<file path="config.mk">
export PLATFORM = sky130hd
export DESIGN_NAME = phase_freq_disc
export DESIGN_NICKNAME = d
export VERILOG_FILES = /design/src/rtl/phase_scaler.sv /design/src/rtl/lag_line.sv /design/src/rtl/diff_rounder.sv /design/src/rtl/phase_freq_disc.sv
export SDC_FILE = /design/constraint.sdc
export NUM_CORES = 1
export LEC_CHECK = 0
export CORE_ASPECT_RATIO = 0.9
export CORE_MARGIN = 1.5
export CORE_UTILIZATION = 45
export CTS_CLUSTER_DIAMETER = 100
export DETAILED_ROUTE_END_ITERATION = 8
export DONT_BUFFER_PORTS = 1
export HOLD_SLACK_MARGIN = 0.02
export PLACE_DENSITY = 0.64
export SYNTH_ARGS = -nofsm -noshare
export SYNTH_HDL_FRONTEND = slang
export SYNTH_HIERARCHICAL = 1
export SYNTH_SLANG_ARGS = --single-unit
</file>
<file path="constraint.sdc">
create_clock -name clk -period 4.7 [get_ports clk]
set_input_delay 1.41 -clock clk [delete_from_list [all_inputs] [get_ports clk]]
set_output_delay 1.41 -clock clk [all_outputs]
set_load 0.01 [all_outputs]
</file>
<file path="src/rtl/phase_scaler.sv">
module phase_scaler #(
    parameter int PHASE_W = 18,
    parameter int MUL_W   = 2
) (
    input  logic [PHASE_W-1:0] phase_i,
    input  logic [MUL_W-1:0]   mul_i,
    output logic [PHASE_W-1:0] scaled_o
);
    // Modulo-turn multiply: bits shifted past the MSB are whole turns.
    always_comb begin
        scaled_o = phase_i << mul_i;
    end
endmodule

</file>
<file path="src/rtl/lag_line.sv">
module lag_line #(
    parameter int W     = 18,
    parameter int LAG_W = 3
) (
    input  logic             clk,
    input  logic             rst_n,
    input  logic             clear_i,
    input  logic             push_i,
    input  logic [W-1:0]     din_i,
    input  logic [LAG_W-1:0] sel_i,
    output logic [W-1:0]     tap_o,
    output logic [LAG_W:0]   fill_o
);
    localparam int DEPTH = 1 << LAG_W;
    localparam logic [LAG_W:0] FULL = (LAG_W+1)'(DEPTH);

    typedef struct packed {
        logic [DEPTH-1:0][W-1:0] hist;
        logic [LAG_W:0]          fill;
    } line_t;

    line_t line_d, line_q;

    always_comb begin
        line_d = line_q;
        if (clear_i) begin
            line_d = '0;
        end else if (push_i) begin
            line_d.hist[0] = din_i;
            for (int i = 1; i < DEPTH; i++) begin
                line_d.hist[i] = line_q.hist[i-1];
            end
            if (line_q.fill != FULL) begin
                line_d.fill = line_q.fill + 1'b1;
            end
        end
    end

    always_ff @(posedge clk) begin
        if (!rst_n) begin
            line_q <= '0;
        end else begin
            line_q <= line_d;
        end
    end

    assign tap_o  = line_q.hist[sel_i];
    assign fill_o = line_q.fill;
endmodule

</file>
<file path="src/rtl/diff_rounder.sv">
module diff_rounder #(
    parameter int IN_W  = 18,
    parameter int OUT_W = 16
) (
    input  logic [IN_W-1:0]  cur_i,
    input  logic [IN_W-1:0]  old_i,
    output logic [OUT_W-1:0] rnd_o
);
    localparam int DROP = IN_W - OUT_W;
    localparam logic [IN_W-1:0] HALF = IN_W'(1) << (DROP - 1);

    logic [IN_W-1:0] diff;
    logic [IN_W-1:0] biased;

    always_comb begin
        diff   = cur_i - old_i;     // wraps modulo a full turn
        biased = diff + HALF;       // add half an output LSB, then truncate
        rnd_o  = biased[IN_W-1 -: OUT_W];
    end
endmodule

</file>
<file path="src/rtl/phase_freq_disc.sv">
module phase_freq_disc #(
    parameter int PHASE_W = 18,
    parameter int OUT_W   = 16,
    parameter int LAG_W   = 3,
    parameter int MUL_W   = 2
) (
    input  logic               clk,
    input  logic               rst_n,
    input  logic               cfg_enable,
    input  logic [MUL_W-1:0]   cfg_mult,
    input  logic [LAG_W-1:0]   cfg_lag,
    input  logic [PHASE_W-1:0] phase_in,
    input  logic               phase_vld,
    output logic [OUT_W-1:0]   freq_out,
    output logic               freq_vld
);
    typedef struct packed {
        logic [OUT_W-1:0] freq;
        logic             vld;
    } out_t;

    out_t out_d, out_q;

    logic [PHASE_W-1:0] scaled;
    logic [PHASE_W-1:0] tap;
    logic [LAG_W:0]     fill;
    logic [OUT_W-1:0]   rnd;
    logic               accept;

    assign accept = cfg_enable & phase_vld;

    phase_scaler #(.PHASE_W(PHASE_W), .MUL_W(MUL_W)) u_scale (
        .phase_i (phase_in),
        .mul_i   (cfg_mult),
        .scaled_o(scaled)
    );

    lag_line #(.W(PHASE_W), .LAG_W(LAG_W)) u_line (
        .clk    (clk),
        .rst_n  (rst_n),
        .clear_i(~cfg_enable),
        .push_i (accept),
        .din_i  (scaled),
        .sel_i  (cfg_lag),
        .tap_o  (tap),
        .fill_o (fill)
    );

    diff_rounder #(.IN_W(PHASE_W), .OUT_W(OUT_W)) u_rnd (
        .cur_i(scaled),
        .old_i(tap),
        .rnd_o(rnd)
    );

    always_comb begin
        out_d     = out_q;
        out_d.vld = 1'b0;
        if (accept && (fill > {1'b0, cfg_lag})) begin
            out_d.vld  = 1'b1;
            out_d.freq = rnd;
        end
    end

    always_ff @(posedge clk) begin
        if (!rst_n) begin
            out_q <= '0;
        end else begin
            out_q <= out_d;
        end
    end

    assign freq_out = out_q.freq;
    assign freq_vld = out_q.vld;
endmodule

</file>
Word-level counts from Yosys, hierarchy flattened
Index checks and enable logic that the tools add are counted.
{"block": "totals", "register_bits": 165, "input_bits": 27, "output_inout_bits": 17, "wordCells": 25}
{"block": "op_classes", "addsub": 3, "n_lt_le_gt_ge": 2, "n_eq_ne": 1, "n_shift": 1, "mux": 3, "bitwise_logic": 1, "reduce_logical": 3}
{"cell": "binary-select mux 18 bit (select 3 bit)", "n": 1}
{"cell": "adder 18 x 2 -> 18 bit, second input constant", "n": 1}
{"cell": "two-way mux 18 bit", "n": 1}
{"cell": "left shift 18 x 2 -> 18 bit", "n": 1}
{"cell": "subtractor 18 bit", "n": 1}
{"cell": "adder 4 x 1 -> 4 bit, second input constant", "n": 1}
{"cell": "greater-than comparator 4 x 3 -> 1 bit", "n": 1}
{"cell": "< comparator 3 x 4 -> 1 bit, second input constant", "n": 1}
{"cell": "!= test 4 bit, second input constant", "n": 1}
{"cell": "AND reduction 2 bit", "n": 2}
{"cell": "AND 1 bit", "n": 1}
{"cell": "logical AND 1 bit", "n": 1}
{"cell": "two-way mux 1 bit", "n": 1}

Depth between registers and ports, before layout
{"block": "logic_depth", "ltp_word": 4, "ltp_mapped": 15}

Cells and area by module
Netlist, hierarchy kept.
{"module": "lag_line", "instances": 1, "cells_per_inst": 556, "area_per_inst_um2": 6459.9, "seq_area_each_um2": 2962.8}
{"module": "diff_rounder", "instances": 1, "cells_per_inst": 145, "area_per_inst_um2": 1079.8, "seq_area_each_um2": 0.0}
{"module": "phase_freq_disc", "instances": 1, "cells_per_inst": 85, "area_per_inst_um2": 774.5, "seq_area_each_um2": 340.3}
{"module": "phase_scaler", "instances": 1, "cells_per_inst": 40, "area_per_inst_um2": 394.1, "seq_area_each_um2": 0.0}

Worst setup path after synthesis
Ideal clock, no wire load.
{"block": "synth_path", "kind": "input -> register", "startpoint": "in cfg_lag[2]", "endpoint": "reg out_q (netlist bit freq_out[9])", "arrival_ps": 4334, "path_slack_ps": 248, "stages": 15, "cell_sequence": "buf_6 -> buf_8 -> buf_2 -> mux4_2 -> mux2_4 -> ha_1 -> nor2_1 -> fa_1 -> a211oi_1 -> o21ai_0 -> a31oi_1 -> o21ai_0 -> xor2_1 -> nand2_1 -> mux2i_1"}
{"block": "synth_via", "elab_chain_cells": 4, "word_cells_on_any_way": 6, "cone_classes": "add/sub: 2; order compare: 1; mux: 2; reduce/logical: 1"}
{"item": "start: declaration", "line": "phase_freq_disc.sv:11", "source": "input logic [LAG_W-1:0] cfg_lag,"}
{"item": "binary-select mux 18 bit (select 3 bit)", "line": "lag_line.sv:47", "source": "assign tap_o = line_q.hist[sel_i];"}
{"item": "two-way mux 18 bit (not written as such)", "line": "lag_line.sv:47"}
{"item": "via tap[1]", "line": "phase_freq_disc.sv:25", "source": "logic [PHASE_W-1:0] tap;"}
{"item": "subtractor 18 bit", "line": "diff_rounder.sv:16", "source": "diff = cur_i - old_i;"}
{"item": "adder 18 x 2 -> 18 bit", "line": "diff_rounder.sv:17", "source": "biased = diff + HALF;"}
{"item": "via rnd[9]", "line": "phase_freq_disc.sv:27", "source": "logic [OUT_W-1:0] rnd;"}
{"item": "end signal: assignment", "line": "phase_freq_disc.sv:68", "source": "out_q <= out_d;"}
{"item": "end: declaration", "line": "phase_freq_disc.sv:22", "source": "out_t out_d, out_q;"}
The timed path passes the listed nets, and every way through them passes these cells. The select of a mux whose other input is x is not followed.
A chain may end at the register's enable or synchronous reset.

Worst setup path in the final report
{"block": "layout_path", "startpoint": "in cfg_lag[1]", "endpoint": "reg out_q (netlist bit freq_out[9])"}
The elaborated chain is that of the path after synthesis.

==> impl_metrics.ini <==
[pwr]
power.density_mw_per_mm2 = 341.5
vdd_drop_max_mv = 0.2254
cellLeakagePower_nw = 3.510

[clocking]
postCtsSetupBuffers = 0
clock-sinks = 165
cts_resized = 0
cts_tree = done
cts_buffers = 17
clockBufferDepth = 2
worstSkewPairLatency_ns = 0.42
clk_transition_reported_paths_ns = 0.06
cts_root_buf = clkbuf_16
postCtsHoldBufs = 0
htree_levels = 4

[final_layout]
seq_area_mm2 = 0.003303
multi_input_area_mm2 = 0.004955
drive_gt1_frac = 0.1082
fin_cells = 1054
antenna_cells = 0
fill_cells = 1742
syn_to_final_growth_pct = 6.652
nets = 855
fin_area_mm2 = 0.009288
utilization = 0.4863

[placed_design]
dpl.cell_count = 1022
io_buffers = 0
gp_congestion = 0.8604
post-dp-hpwl_mm = 10.72
place_area_mm2 = 0.008721

[synth]
async_reset_ff_frac = 0
yosys-top-cells-area = dfxtp_1 (38%), mux2i_1 (22%), nor2_1 (6.8%)
synth_mux_area_frac = 0.3499
synth-edff-count = 0
synth-simple-area-share = 0.1103
synthesis.nets = 890
synth_top_area_share = 0.3793
yosys.area.top_type = dfxtp_1
synth_warnings = 6
synth_top_family_by_area = multiplexers
syn-cell-area_mm2 = 0.008708
synth_cell_types = 53
synth_seq_cells = 165
synth_flop_cell = dfxtp_1
synth_fa_ha_area_frac = 0.05402
synth_xor_area_frac = 0.01710
synth_top_cells_by_count = mux2i_1 (193), dfxtp_1 (165), nor2_1 (158)
synth_most_common_cell = mux2i_1
synth-compound-area-share = 0.03592
netlist_instances = 826
synth_seq_area_share = 0.3793
syn_area_per_cell_um2 = 10.54

[sta]
period_share = 0.8618
setup_tns_ns = 0
min_period_ns = 4.051
finalMaxSlewViolations = 0
fmax_mhz = 246.9
max_slew_margin = 0.3099
worst_pin_slew_ns = 1.035
final_hold_viol_count = 0
skew_ns = 0.01033
setup_viol = 0
grt_setup_unrepaired = false

[global_route]
grt_max_degree = 137
overflow = 0
grt_usage = 0.1651
grt_pass1_wl_mm = 26.50
first_global_vias = 5270
antenna_found_initial = 0

[status]
outcome = completed

[critical_path]
critical_path.top_delay_family = compound AO/OA/AOI/OAI gates
crit_type = in -> reg
path_cells = mux4_1, mux2_4, ha_1, nor2_1, fa_1, a211oi_1, o21ai_0, a31oi_1, o21ai_0, xor2_1, nand2_1, mux2i_1
crit_top_cell = o21ai_0
critPathMaxStageDelay_ns = 0.53
crit_fanout = 37
required_ns = 5.04
arrival_ns = 4.39
worstSetupEndpointType = register
worst_path_max_delay_cell = mux4_1
start_kind = input port
cp_num_buf_inv = 0

[die]
die_h_um = 135.0
placementRows = 48
die_x_um = 149.6
core_area_mm2 = 0.01910
die-area_mm2 = 0.02020
io_pins = 44
initial_core_util = 0.4560

[route]
met1Wirelength_mm = 8.460
dr_total_vias = 5573
drcViolationCount = 0
drt_first_iter_violations = 356
dr.pass1.iters = 4
wl_met3_um = 689
wl_per_cell_um = 15.18
dr_wl_met2_mm = 6.734
dr.max_layer_used = met4
wirelength_mm = 16.00
ant_nets = 0
vias_per_cell = 5.287

[min_path]
hp-class = reg -> reg

[flow_run]
max-cap-violations = 0
[sequential cells by signal (all words and copies together) (netlist names)]
signal and flops:
freq_vld 1, freq_out 16, u_line/line_q 144, u_line/fill_o 4
[worst min-delay path, stage by stage, from the launching register on]
cell	delay (ns)
dfxtp_1	0.32
mux2i_1	0.06
nor2_1	0.07
[logic make-up (layout without fill, tap and decap cells)]
| kind of cell | after synthesis | count (layout) |
|---|---|---|
| multiplexers | 247 | 247 |
| AND/OR/NAND/NOR | 232 | 232 |
| flip-flops | 165 | 165 |
| buffers and inverters | 83 | 61 |
| AO/OA/AOI/OAI | 45 | 45 |
| adder cells (fa/ha/maj) | 37 | 37 |
| XOR/XNOR | 17 | 17 |
[metal layers]
metal  global-route usage  vias to the layer above
li1                     -                     2831
met1               0.2393                     2655
met2               0.2427                       79
met3              0.04291                        8
met4              0.04235                        0
met5                    0                        -
[report_power, final]
| group | switching (W) | internal [W] | leakage (nW) |
|---|---|---|---|
| combinational | 0.000247 | 0.000185 | 1.91 |
| clock | 0.000578 | 0.000748 | 0.274 |
| sequential | 0.00000823 | 0.00141 | 1.33 |
| total | 0.000833 | 0.00234 | 3.51 |
[metrics by stage]
stage | power, W | hold WS (ns) | worst slack [ns]
3_3_place_gp | 0.001874 | 0.4707 | 0.2879
6_report | 0.003172 | 0.4908 | 0.6495
3_5_place_dp | 0.001873 | 0.4771 | 0.2518
5_1_grt | 0.003317 | 0.5168 | 0.4436
4_1_cts | 0.003208 | 0.4924 | 0.6594
2_1_floorplan | 0.001827 | 0.4518 | 0.2481
[area by class of cell]
class,instances,area share
clock inverter,14,0.01374
timing repair buffer,3,0.005119
multi-input combinational,578,0.5335
clock buffer,18,0.04729
inverter,26,0.01105
sequential,165,0.3557
tap,250,0.03368
[layout by cell type, fill, tap and decap left out, types with 4 or more instances in the layout]
master | netlist | routed
a211oi_1 | 4 | 4
a21oi_1 | 13 | 13
clkbuf_16 | 0 | 17
clkinv_2 | 0 | 4
clkinv_4 | 0 | 4
dfxtp_1 | 165 | 165
ha_1 | 36 | 36
inv_1 | 26 | 25
mux2_4 | 17 | 17
mux2i_1 | 193 | 193
mux4_1 | 10 | 10
mux4_2 | 26 | 26
nand2_1 | 45 | 45
nand3_1 | 7 | 7
nor2_1 | 158 | 158
nor3_1 | 4 | 4
o21ai_0 | 5 | 5
xnor2_1 | 7 | 7
xor2_1 | 10 | 10
[worst paths after layout]
| check | from | endpoint | slack [ns] | cells past startpoint |
|---|---|---|---|---|
| max reg2reg | u_line/line_q[41] | freq_out[9] | 1.35 | 12 |
| min | u_line/line_q[147] | u_line/line_q[147] | 0.49 | 2 |
| min reg2reg | u_line/line_q[147] | u_line/line_q[147] | 0.49 | 2 |
| max | cfg_lag[1] | freq_out[9] | 0.65 | 12 |
(Power assumes the default switching activity.)
